--- config.mk ---
export PLATFORM = sky130hd
export DESIGN_NAME = aclink_in_framer
export DESIGN_NICKNAME = d
export VERILOG_FILES = /design/src/rtl/aclink_in_pkg.sv /design/src/rtl/aclink_sync_detect.sv /design/src/rtl/aclink_tag_gen.sv /design/src/rtl/aclink_slot_fill.sv /design/src/rtl/aclink_shifter.sv /design/src/rtl/aclink_in_framer.sv
export SDC_FILE = /design/constraint.sdc
export NUM_CORES = 1
export LEC_CHECK = 0
export BUFFER_PORTS_ARGS = -buffer_cell sky130_fd_sc_hd__buf_2
export CAP_MARGIN = 30
export CELL_PAD_IN_SITES_DETAIL_PLACEMENT = 1
export CELL_PAD_IN_SITES_GLOBAL_PLACEMENT = 1
export CORE_UTILIZATION = 49
export CTS_BUF_LIST = sky130_fd_sc_hd__clkbuf_8
export DETAILED_ROUTE_END_ITERATION = 8
export GPL_TIMING_DRIVEN = 0
export PLACE_DENSITY = 0.87
export REMOVE_ABC_BUFFERS = 1
export SYNTH_ARGS = -nofsm -noshare
export SYNTH_HDL_FRONTEND = slang
export SYNTH_SLANG_ARGS = --single-unit
--- constraint.sdc ---
create_clock -name clk_i -period 2.7 [get_ports clk_i]
set_clock_uncertainty 0.2 [all_clocks]
set_input_delay 0.135 -clock clk_i [delete_from_list [all_inputs] [get_ports clk_i]]
set_output_delay 0.135 -clock clk_i [all_outputs]
set_load 0.02 [all_outputs]
--- src/rtl/aclink_in_pkg.sv ---
package aclink_in_pkg;
  localparam int TAG_W    = 16;
  localparam int SLOT_W   = 20;
  localparam int N_SLOTS  = 12;
  localparam int FRAME_W  = TAG_W + N_SLOTS * SLOT_W;
  localparam int TAG_BASE = FRAME_W - TAG_W;
  localparam int ADDR_W   = 7;
  localparam int DATA_W   = 16;

  typedef enum logic [1:0] {
    AUX_S5   = 2'd0,
    AUX_S6   = 2'd1,
    AUX_S12  = 2'd2,
    AUX_NONE = 2'd3
  } aux_sel_e;

  typedef struct packed {
    logic              rdy;
    logic              rd;
    logic [ADDR_W-1:0] addr;
    logic [DATA_W-1:0] rdata;
    logic              impl;
    logic [1:0]        sreq;
    logic              adc_v;
    logic [SLOT_W-1:0] adc;
    logic              aux_on;
    logic [1:0]        aux_sel;
    logic [SLOT_W-1:0] aux;
  } frame_req_t;

  // frame bit index of slot n's LSB, slot 1 follows the tag phase
  function automatic int slot_lsb(int n);
    return TAG_BASE - SLOT_W * n;
  endfunction
endpackage

--- src/rtl/aclink_sync_detect.sv ---
module aclink_sync_detect (
  input  logic clk_i,
  input  logic rst_ni,
  input  logic sync_i,
  output logic start_o
);
  logic sync_q;

  always_ff @(posedge clk_i or negedge rst_ni) begin
    if (!rst_ni) sync_q <= 1'b0;
    else         sync_q <= sync_i;
  end

  assign start_o = sync_i & ~sync_q;
endmodule

--- src/rtl/aclink_tag_gen.sv ---
module aclink_tag_gen
  import aclink_in_pkg::*;
(
  input  logic             rdy_i,
  input  logic             rd_i,
  input  logic             adc_v_i,
  input  logic             aux_on_i,
  input  logic [1:0]       aux_sel_i,
  output logic [TAG_W-1:0] tag_o
);
  always_comb begin
    tag_o = '0;
    if (rdy_i) begin
      tag_o[15] = 1'b1;
      tag_o[14] = rd_i;
      tag_o[13] = rd_i;
      tag_o[12] = adc_v_i;
      tag_o[11] = adc_v_i;
      if (aux_on_i) begin
        case (aux_sel_i)
          AUX_S5:  tag_o[10] = 1'b1;
          AUX_S6:  tag_o[9]  = 1'b1;
          AUX_S12: tag_o[3]  = 1'b1;
          default: ;
        endcase
      end
    end
  end
endmodule

--- src/rtl/aclink_slot_fill.sv ---
module aclink_slot_fill
  import aclink_in_pkg::*;
(
  input  frame_req_t                  req_i,
  output logic [N_SLOTS*SLOT_W-1:0]   slots_o
);
  logic [DATA_W-1:0] data_eff;
  // odd or missing registers answer with zero data
  assign data_eff = (req_i.impl && !req_i.addr[0]) ? req_i.rdata : '0;

  for (genvar n = 1; n <= N_SLOTS; n++) begin : g_slot
    localparam int LSB = slot_lsb(n);
    logic [SLOT_W-1:0] val;

    if (n == 1) begin : g_addr
      assign val = req_i.rdy ?
        {1'b0, (req_i.rd ? req_i.addr : {ADDR_W{1'b0}}), req_i.sreq, 10'b0} : '0;
    end else if (n == 2) begin : g_data
      assign val = (req_i.rdy && req_i.rd) ? {data_eff, 4'b0} : '0;
    end else if (n == 3) begin : g_adc
      assign val = (req_i.rdy && req_i.adc_v) ? req_i.adc : '0;
    end else if (n == 5 || n == 6 || n == 12) begin : g_aux
      localparam logic [1:0] CODE = (n == 5) ? AUX_S5 : ((n == 6) ? AUX_S6 : AUX_S12);
      assign val = (req_i.rdy && req_i.aux_on && req_i.aux_sel == CODE) ? req_i.aux : '0;
    end else begin : g_zero
      assign val = '0;
    end

    assign slots_o[LSB +: SLOT_W] = val;
  end
endmodule

--- src/rtl/aclink_shifter.sv ---
module aclink_shifter
  import aclink_in_pkg::*;
(
  input  logic               clk_i,
  input  logic               rst_ni,
  input  logic               load_i,
  input  logic [FRAME_W-1:0] frame_i,
  output logic               sdata_o
);
  localparam int CNT_W = $clog2(FRAME_W + 1);

  logic [FRAME_W-1:0] shreg_q;
  logic [CNT_W-1:0]   left_q;
  logic               sdata_q;

  always_ff @(posedge clk_i or negedge rst_ni) begin
    if (!rst_ni) begin
      shreg_q <= '0;
      left_q  <= '0;
      sdata_q <= 1'b0;
    end else begin
      // last bit of the old frame still leaves on a restart edge
      sdata_q <= (left_q != '0) & shreg_q[FRAME_W-1];
      if (load_i) begin
        shreg_q <= frame_i;
        left_q  <= CNT_W'(FRAME_W);
      end else if (left_q != '0) begin
        shreg_q <= {shreg_q[FRAME_W-2:0], 1'b0};
        left_q  <= left_q - CNT_W'(1);
      end
    end
  end

  assign sdata_o = sdata_q;
endmodule

--- src/rtl/aclink_in_framer.sv ---
module aclink_in_framer
  import aclink_in_pkg::*;
#(
  parameter int ADC_W = 20
) (
  input  logic              clk_i,
  input  logic              rst_ni,
  input  logic              sync_i,
  input  logic              ready_i,
  input  logic              rd_req_i,
  input  logic [ADDR_W-1:0] rd_addr_i,
  input  logic [DATA_W-1:0] reg_data_i,
  input  logic              reg_impl_i,
  input  logic [1:0]        slot_req_i,
  input  logic              adc_valid_i,
  input  logic [ADC_W-1:0]  adc_data_i,
  input  logic [1:0]        adc_route_i,
  input  logic              aux_en_i,
  input  logic [1:0]        aux_sel_i,
  input  logic [SLOT_W-1:0] aux_data_i,
  output logic              sdata_o
);
  logic                      start;
  logic [SLOT_W-1:0]         adc_just;
  logic [TAG_W-1:0]          tag;
  logic [N_SLOTS*SLOT_W-1:0] slots;
  frame_req_t                req;

  if (ADC_W == SLOT_W) begin : g_adc_full
    assign adc_just = adc_data_i;
  end else begin : g_adc_pad
    assign adc_just = {adc_data_i, {(SLOT_W-ADC_W){1'b0}}};
  end

  assign req.rdy     = ready_i;
  assign req.rd      = rd_req_i;
  assign req.addr    = rd_addr_i;
  assign req.rdata   = reg_data_i;
  assign req.impl    = reg_impl_i;
  assign req.sreq    = slot_req_i;
  assign req.adc_v   = adc_valid_i;
  assign req.adc     = adc_just;
  assign req.aux_on  = (|adc_route_i) & aux_en_i;
  assign req.aux_sel = aux_sel_i;
  assign req.aux     = aux_data_i;

  aclink_sync_detect u_sync (
    .clk_i   (clk_i),
    .rst_ni  (rst_ni),
    .sync_i  (sync_i),
    .start_o (start)
  );

  aclink_tag_gen u_tag (
    .rdy_i     (req.rdy),
    .rd_i      (req.rd),
    .adc_v_i   (req.adc_v),
    .aux_on_i  (req.aux_on),
    .aux_sel_i (req.aux_sel),
    .tag_o     (tag)
  );

  aclink_slot_fill u_fill (
    .req_i   (req),
    .slots_o (slots)
  );

  aclink_shifter u_shift (
    .clk_i   (clk_i),
    .rst_ni  (rst_ni),
    .load_i  (start),
    .frame_i ({tag, slots}),
    .sdata_o (sdata_o)
  );
endmodule

==> results of run 1 <==
## how the worst max path moves through the flow
stage,from,end,slack (ns),depth (start not counted)
5_1_grt,u_shift.left_q[7],u_shift.shreg_q[166],-0.03,8
3_3_place_gp,u_shift.left_q[0],u_shift.shreg_q[249],-20.12,6
3_5_place_dp,u_shift.left_q[0],u_shift.shreg_q[243],-0.89,9
4_1_cts,u_shift.left_q[0],u_shift.shreg_q[2],0.0005,9
6_report,u_shift.left_q[4],u_shift.shreg_q[6],0.01,7
2_1_floorplan,u_shift.left_q[0],u_shift.shreg_q[243],-10.98,6
## report_power, final
group | leakage, nW | switching [mW] | internal [mW] | total [mW]
combinational | 2.32 | 1.22 | 1.00 | 2.22
clock | 0.513 | 1.77 | 1.87 | 3.64
sequential | 3.67 | 0.509 | 4.55 | 5.06
total | 6.50 | 3.50 | 7.43 | 10.9
## timing repair
item | in CTS | in global routing
setup endpoints to repair | 252 | 199
pin swaps | 2 | 2
resized for setup | 7 | 18
hold buffers | 76 | 0
cloned | 5 | 3
endpoints found under the hold margin | 383 | 0
setup buffers | 4 | 7
## per-stage QoR
step / power [mW] / hold slack, ns / cells / setup slack [ns]
floorplan: 5.971 / -0.3606 / 1083 / -10.98
global placement: 6.426 / 0.07720 / 1445 / -20.12
detailed placement: 6.674 / -0.1513 / 1468 / -0.8917
CTS: 10.37 / 0.1140 / 1628 / 0.0004665
global route: 11.31 / 0.1163 / 1639 / -0.03444
finish: 10.93 / 0.1291 / 1639 / 0.01357
## cells by family (layout without fill, tap and decap cells)
| group | Yosys count | count (layout) | synth area share |
|---|---|---|---|
| DFF | 267 | 267 | 0.5937 |
| and+or+nand+nor | 431 | 433 | 0.1524 |
| buffers and inverters | 103 | 270 | 0.04302 |
| AOI/OAI and AO/OA | 379 | 379 | 0.2082 |
| other | 0 | 2 | 0 |
| xor gates and xnor gates | 2 | 2 | 0.001557 |
| adders and majority gates | 1 | 1 | 0.001112 |
## layout by cell type (no fill, tap or decap), types with 6 or more instances in the layout
cell / n
buf_2: 76
a2bb2oi_1: 103
buf_4: 10
dfrtp_1: 267
nand3_1: 16
nor2_1: 9
nand2_1: 383
o21ai_0: 84
buf_16: 16
inv_1: 24
a21oi_1: 144
dlygate4sd3_1: 75
o21ai_1: 23
clkbuf_8: 50
buf_12: 6
## layout make-up
class | instances | area (sq um) | share of cell area
Multi-Input combinational cell | 815 | 4248 | 0.3018
Clock inverter | 26 | 152.6 | 0.01085
Antenna cell | 2 | 5.005 | 0.0003556
Inverter | 3 | 11.26 | 0.0008001
Clock buffer | 50 | 688.2 | 0.04890
Sequential cell | 267 | 6681 | 0.4748
Timing Repair Buffer | 191 | 1931 | 0.1372
Tap cell | 285 | 356.6 | 0.02534
## critical path, stage by stage (launching register included)
cell and delay (ns):
dfrtp_1 0.53, or4_4 0.59, nor3_4 0.29, buf_12 0.19
buf_16 0.18, buf_8 0.19, o21ai_0 0.17, a2bb2oi_2 0.24
## registers in the layout, indices dropped and copies added, names as in the netlist
signal	cells
u_sync.sync_q	1
u_shift.left_q	9
u_shift.sdata_o	1
u_shift.shreg_q	256
## routing by layer
layer  vias to the layer above  track usage  routed length (microns)
li1                       4328            -                        -
met5                         -            0                        0
met2                       430       0.6106                    21300
met1                      5165       0.3898                    14950
met3                       162      0.05214                     1980
met4                         0       0.2014                     2379
==> results.tsv, run 1 <==
stage	metric	value	unit
status	status	finished clean	
yosys	async_flop_share	1.000	
yosys	syn_inst	1183	
die	core-area	0.02257	sq mm
pwr	power_density	776.5	mW/mm^2
hold_path	holdPathStages	2	
yosys	synth_top_flop_cell	dfrtp_1	
critical_path	reg2regPathDepth	7	
timing	setup-tns-final	0	ns
yosys	avgSynthCellArea	9.514	sq um
timing	min_period	2.686	ns
critical_path	worstPathArrival	2.96	ns
timing	relSlewSlack	0.3760	
finish	nets	1399	
route	routed_wl	40620	microns
finish	fin_util	0.6235	
die	dieArea	0.02358	sq mm
die	start_util	0.4986	
yosys	yosys.area.top_type_share	0.5937	
critical_path	worstPathMaxFanout	28	
yosys	syn-cell-area	0.01125	sq mm
grt	antenna_found_initial	2	
clock_network	cts_buffers	43	
route	drtIter0Drc	914	
clock_network	cts_root_buf	clkbuf_8	
hold_path	hold_path_class	in -> reg	
finish	syn2layout_area_growth	25.05	%
pwr	worst_ir_drop_vdd	0.0006514	V
clock_network	clockBufferDepth	3	
clock_network	cts.sinks	267	
grt	grt_first_pass_wirelength	62180	microns
clock_network	cts.clk_slew.worst_paths	0.08	ns
timing	hold_violations	0	
critical_path	end_kind	flop	
hold_path	hold_end	u_sync.sync_q	
timing	setup_viol	0	
critical_path	required	2.98	ns
route	vias	10090	
placed_design	placed_area	0.01211	sq mm
timing	final_max_slew_viol_count	0	
finish	nFillCells	2428	
run	max_cap_viol_count	0	
critical_path	reg2reg_from	u_shift.left_q[4]	
yosys	synth_common_cells	nand2_1 (384), dfrtp_1 (267), a21oi_1 (149), a2bb2oi_1 (106), o21ai_0 (84)	
placed_design	dpl.hpwl	16510	microns
route	firstDrtPassIters	5	
grt	grt_pass1_vias	11010	
placed_design	gp_congestion	0.7540	
clock_network	tritoncts	done	
yosys	yosysUniqueCellTypes	40	
clock_network	clk_latency	0.57	ns
route	routed_via_density	6.153	
critical_path	critical_path_class	reg -> reg	
die	die_w	153.6	microns
yosys	ys_ff_latch	267	
timing	fmax	0.3722	GHz
route	antenna_left	0	
yosys	synth.area.top_cells	dfrtp_1 (59%), nand2_1 (13%), a2bb2oi_1 (8.2%)	
timing	fin_crit_sh	0.9950	
finish	fin_area	0.01407	sq mm
grt	track_usage	0.3422	
die	die_height	153.6	microns
clock_network	htree_levels	2	
critical_path	cp-start-kind	flop	
route	wl_per_cell	24.78	microns
grt	grt_start_max_net_pins	115	
hold_path	hp-start	sync_i	
die	io_pins	78	
critical_path	timing.reg2reg.setup_slack	0.01	ns
route	drc	0	
timing	worstMarginPinSlew	0.9353	ns
yosys	ys_seq_area_frac	0.5937	
placed_design	port_buffers	77	
die	rows	55	
finish	drive_gt1_frac	0.1420	
yosys	synth_largest_area_cell	dfrtp_1	
yosys	yosys_warnings	0	
yosys	synth-edff-count	0	
pwr	leakage	6.503	nW
grt	overflow	0	
critical_path	reg2reg_to	u_shift.shreg_q[6]	
yosys	synth_most_common_cell	nand2_1	
Power figures use the tool's default switching activity.
==> run 2: changes to the inputs <==
PLACE_DENSITY = default   (was 0.87)
PLACE_DENSITY_LB_ADDON = 0.3   (was default)
==> run 2 against run 1 <==
Against the previous run:
- register-to-register slack better by 0.02 ns
- die area stayed put
- largest cell class unchanged
- sequential share of layout area is 0.66 points higher
- cell area is 1.4% lower
- worst hold slack better by 0.014 ns
- maximum frequency is 0.62% higher
- final cell count is 0.92% lower
- sequential power is 1% lower
- critical path depth is 3 higher
- worst setup slack better by 0.017 ns
- via count is 4.2% lower
- combinational power is 8% lower
==> results.tsv, run 2 (same netlist as run 1, synthesis figures left out) <==
stage	metric	value	unit
route	wl_per_cell	21.24	microns
critical_path	end_kind	flop	
grt	track_usage	0.2974	
placed_design	dpl.hpwl	16040	microns
die	die_w	153.6	microns
finish	syn2layout_area_growth	23.34	%
die	rows	55	
finish	largest_reg_flops	256	
finish	multi_input_area	0.004232	sq mm
die	core-area	0.02257	sq mm
placed_design	port_buffers	77	
finish	fin_area	0.01388	sq mm
timing	setup_viol	0	
clock_network	cts_root_buf	clkbuf_8	
finish	final_common_cell	nand2_1	
critical_path	worstPathArrival	2.92	ns
finish	nFillCells	2453	
timing	final_max_slew_viol_count	0	
pwr	leakage	6.375	nW
finish	regMostFlops	u_shift.shreg_q	
critical_path	required	2.95	ns
run	max_cap_viol_count	0	
clock_network	cts.clk_slew.worst_paths	0.08	ns
timing	hold-worst-slack	0.1434	ns
die	io_pins	78	
timing	hold_violations	0	
route	vias	9664	
route	routed_via_density	5.951	
die	die_height	153.6	microns
die	dieArea	0.02358	sq mm
clock_network	clockBufferDepth	3	
route	firstDrtPassIters	4	
finish	drive_gt1_frac	0.1390	
grt	grt_start_max_net_pins	121	
finish	biggestRegsByFlops	u_shift.shreg_q (256), u_shift.left_q (9)	
clock_network	cts.sinks	267	
grt	antenna_found_initial	1	
timing	relSlewSlack	0.3754	
pwr	power_density	780.3	mW/mm^2
grt	grt_pass1_vias	10600	
timing	worstMarginPinSlew	0.9361	ns
timing	fmax	0.3746	GHz
timing	fin_crit_sh	0.9888	
die	start_util	0.4986	
finish	nets	1386	
finish	final-seq-area	0.006681	sq mm
critical_path	worstPathMaxFanout	22	
clock_network	cts_buffers	46	
route	drtIter0Drc	705	
status	status	finished clean	
clock_network	clk_latency	0.55	ns
clock_network	tritoncts	done	
hold_path	hold_path_class	in -> reg	
route	drc	0	
critical_path	cp-start-kind	flop	
grt	grt_first_pass_wirelength	56180	microns
grt	overflow	0	
placed_design	gp_congestion	0.7093	
placed_design	dpl.cell_count	1468	
route	routed_wl	34500	microns
route	antenna_left	0	
placed_design	placed_area	0.01210	sq mm
timing	setup-tns-final	0	ns
clock_network	htree_levels	2	
pwr	worst_ir_drop_vdd	0.0004591	V
finish	fin_cells	1624	
timing	min_period	2.670	ns
critical_path	critical_path_class	reg -> reg	
finish	layout_common_cells	nand2_1 (383), dfrtp_1 (267), a21oi_1 (147), a2bb2oi_1 (104), o21ai_0 (84)	
==> run 2: cell types whose count changed in the layout (fill, tap and decap cells not counted), moves of 2 or more <==
cell / before / now
inv_1: 24 / 14
clkinv_2: 2 / 4
a21oi_2: 5 / 2
buf_4: 10 / 2
buf_16: 16 / 12
a21oi_1: 144 / 147
bufinv_16: 2 / 0
clkbuf_16: 3 / 1
buf_8: 3 / 5
clkbuf_8: 50 / 63
dlygate4sd3_1: 75 / 72
==> run 2: final cells by class <==
type	instances	area share
Sequential cell	267	0.4813
Multi-Input combinational cell	815	0.3048
Timing Repair Buffer	175	0.1202
Clock buffer	63	0.06247
Tap cell	285	0.02569
Clock inverter	15	0.004417
Inverter	3	0.0008113
Antenna cell	1	0.0001803
==> run 2: repair_timing <==
action / in CTS / in global routing
setup buffers: 2 / 1
endpoints found under the hold margin: 394 / 0
gates resized for setup: 7 / 10
hold buffers: 72 / 0
gates cloned: 2 / 1
setup endpoints to repair: 259 / 153
pin swaps: 2 / 2
==> run 2: per-layer routing <==
layer / up-vias / global-route usage / wire (microns)
li1: 4299 / - / -
met3: 98 / 0.04481 / 1408
met1: 4973 / 0.3700 / 14190
met4: 0 / 0.1257 / 1230
met2: 294 / 0.5180 / 17680
met5: - / 0 / 0
==> run 2: final timing paths <==
check	start	to	slack, ns	depth (start not counted)
setup / recovery	u_shift.left_q[0]	u_shift.shreg_q[5]	0.03	10
hold / removal	sync_i	u_sync.sync_q	0.14	2
setup reg to reg	u_shift.left_q[0]	u_shift.shreg_q[5]	0.03	10
hold reg to reg	u_shift.shreg_q[250]	u_shift.shreg_q[250]	0.32	1
max in group asynchronous	rst_ni	u_shift.shreg_q[231]	0.85	4
min in group asynchronous	rst_ni	u_shift.shreg_q[52]	0.46	3
==> run 2: critical path, cell delays in order (launching register included) <==
cell       delay (ns)
dfrtp_1          0.40
inv_1            0.14
ha_4             0.18
or3b_4           0.42
nor3_4           0.16
buf_6            0.17
buf_12           0.15
buf_16           0.17
buf_16           0.16
o21ai_0          0.17
a2bb2oi_2        0.23
==> run 2: power breakdown <==
| group | switching [mW] | leakage (nW) | internal, mW |
|---|---|---|---|
| clock network | 1.72 | 0.527 | 2.06 |
| registers | 0.450 | 3.67 | 4.55 |
| logic | 1.11 | 2.18 | 0.942 |
| total | 3.28 | 6.38 | 7.55 |
==> run 2: per-stage QoR <==
stage | utilization | power, mW | setup slack, ns
floorplan | - | 5.971 | -10.98
global placement | 0.5105 | 6.435 | -20.29
detailed placement | 0.5359 | 6.643 | -0.4666
CTS | 0.6121 | 10.56 | 0.007539
global route | 0.6150 | 11.24 | -0.05092
finish | 0.6150 | 10.83 | 0.03017
==> run 3: changes to the inputs <==
CORE_UTILIZATION = 47   (was 49)
CTS_BUF_LIST = sky130_fd_sc_hd__clkbuf_16   (was sky130_fd_sc_hd__clkbuf_8)
==> run 3 against run 2 <==
Against the previous run:
- maximum frequency up 0.86%
- count of clock-buffer cells in the layout decreased by 32
- sequential share of layout area decreased by 0.19 points
- clock power grew 5%
- worst setup slack improved by 0.023 ns
- die area up 4.2%
- cell area increased by 0.40%
- critical path depth unchanged
- sequential power barely moved
- power is 1.1% higher
- final cell count increased by 1.0%
- via count is 2.6% lower
- largest cell class unchanged
- largest power group unchanged
==> results.tsv, run 3 (same netlist as run 1, synthesis figures left out) <==
stage	metric	value	unit
status	status	finished clean	
critical_path	path_delay_family	buffers and inverters	
timing	worstMarginPinSlew	0.9681	ns
clock_network	htree_levels	1	
clock_network	tritoncts	done	
timing	rsz0062_at_grt	false	
pwr	netSwitchingFraction	0.2938	
pwr	power_frac_comb	0.183	
finish	layout_common_cells	nand2_1 (383), dfrtp_1 (267), a21oi_1 (149), a2bb2oi_1 (106), o21ai_0 (84)	
clock_network	clockBufferDepth	3	
critical_path	slowest_delay	0.44	ns
grt	grt_start_max_net_pins	108	
run	max_cap_viol_count	0	
grt	overflow	0	
finish	largest_reg_flops	256	
route	antenna_left	0	
route	routed_wl	33610	microns
placed_design	dpl.hpwl	16140	microns
critical_path	reg2reg_to	u_shift.shreg_q[170]	
critical_path	path_cells	inv_1, ha_1, or3b_4, nor3_4, buf_4, buf_12, buf_16, buf_8, nand2_1, a21oi_1	
clock_network	cts_root_buf	clkbuf_16	
clock_network	cts.sinks	267	
critical_path	path_buf_inv	5	
route	wl_per_cell	20.48	microns
timing	hold_violations	0	
hold_path	hold_path_class	in -> reg	
grt	grt_pass1_vias	10180	
hold_path	hold_end	u_sync.sync_q	
placed_design	port_buffers	77	
finish	syn2layout_area_growth	23.82	%
placed_design	gp_congestion	0.7288	
clock_network	clk_latency	0.56	ns
critical_path	critPathSlowestCell	or3b_4	
grt	track_usage	0.2828	
finish	fin_util	0.5937	
timing	fin_crit_sh	0.9804	
pwr	clkPwrFrac	0.361	
clock_network	cts_buffers	30	
timing	setup-tns-final	0	ns
pwr	pwr-share-seq	0.456	
die	io_pins	78	
critical_path	reg2reg_from	u_shift.left_q[0]	
timing	relSlewSlack	0.3546	
die	core-area	0.02347	sq mm
hold_path	hp-start	sync_i	
die	die_w	156.7	microns
finish	drive_gt1_frac	0.1205	
die	start_util	0.4795	
clock_network	cts.clk_slew.worst_paths	0.07	ns
die	dieArea	0.02457	sq mm
critical_path	cp-start-kind	flop	
grt	grt_first_pass_wirelength	54730	microns
timing	hold-worst-slack	0.1231	ns
route	routed_via_density	5.737	
critical_path	critical_path_class	reg -> reg	
pwr	leakage	6.369	nW
grt	antenna_found_initial	3	
finish	regMostFlops	u_shift.shreg_q	
route	drc	0	
pwr	p_int	7.734	mW
pwr	power_density	785.8	mW/mm^2
die	die_height	156.7	microns
critical_path	worstPathArrival	2.89	ns
critical_path	worstPathMaxFanout	21	
critical_path	required	2.94	ns
pwr	worst_ir_drop_vdd	0.0004492	V
critical_path	timing.reg2reg.setup_slack	0.05	ns
die	rows	56	
timing	final_max_slew_viol_count	0	
finish	nets	1375	
finish	final_common_cell	nand2_1	
route	firstDrtPassIters	5	
route	vias	9414	
critical_path	end_kind	flop	
timing	setup_viol	0	
finish	biggestRegsByFlops	u_shift.shreg_q (256), u_shift.left_q (9)	
timing	fmax	0.3778	GHz
route	drtIter0Drc	516	
critical_path	reg2regPathDepth	10	
timing	min_period	2.647	ns
hold_path	holdPathStages	2	
pwr	switching_power	3.217	mW
==> run 3: worst max-delay path by stage <==
stage	end	slack, ns	startpoint	cells after the start
2_1_floorplan	u_shift.shreg_q[243]	-10.98	u_shift.left_q[0]	6
3_3_place_gp	u_shift.shreg_q[249]	-20.39	u_shift.left_q[0]	6
3_5_place_dp	u_shift.shreg_q[249]	-0.89	u_shift.left_q[0]	8
4_1_cts	u_shift.left_q[2]	0.02	u_shift.left_q[4]	6
5_1_grt	u_shift.left_q[2]	0.008	u_shift.left_q[0]	8
6_report	u_shift.shreg_q[170]	0.05	u_shift.left_q[0]	10
==> run 3: worst reg2reg max path, delay by kind of cell, from the launching register on <==
family / cells / cell delay (ns)
buffers and inverters: 5 / 0.79
adder cells (fa/ha/maj): 1 / 0.24
AO/OA/AOI/OAI: 1 / 0.27
flip-flops: 1 / 0.40
AND/OR/NAND/NOR: 3 / 0.64
==> run 3: final cells by class <==
class	instances	area (sq um)
multi-input cells	816	4203
well taps	319	399.1
repair buffers	179	1699
inverters	3	11.26
fillers	2573	9537
clock buffers	31	775.7
clock inverters	23	158.9
flip-flops and latches	267	6681
diodes	3	7.507
==> run 3: stage by stage <==
| stage | std cells | setup slack [ns] | cell area (sq um) | power, mW |
|---|---|---|---|---|
| after floorplan | 1083 | -10.98 | 10780 | 5.971 |
| after global placement | 1479 | -20.39 | 11570 | 6.436 |
| after detailed placement | 1501 | -0.8948 | 12090 | 6.638 |
| after CTS | 1635 | 0.01583 | 13890 | 10.74 |
| after global routing | 1641 | 0.008296 | 13940 | 11.36 |
| final | 1641 | 0.05301 | 13940 | 10.95 |
==> run 3: metal layers <==
metal  GRT usage  vias up  part of all wire  wire [microns]
met5           0        -                 0               0
met4      0.1097        0             0.034            1157
met3     0.03129       84             0.032            1071
met2      0.5007      209              0.52           17550
met1      0.3538     4840              0.41           13830
li1            -     4281                 -               -
==> run 3: what timing repair did <==
action,CTS,global route
setup endpoints to repair,262,142
gates cloned,4,1
setup buffers,5,2
hold buffers,72,0
pin swaps,2,2
hold endpoints to repair,401,0
gates resized for setup,10,2
==> run 3: power groups by stage <==
stage	clock, mW	sequential, mW	combinational (mW)
after floorplan	0	4.85	1.12
after global placement	0	4.93	1.51
final	3.95	5.00	2.00
after global routing	4.15	5.03	2.18
after CTS	3.95	4.92	1.88
after detailed placement	0	4.96	1.68
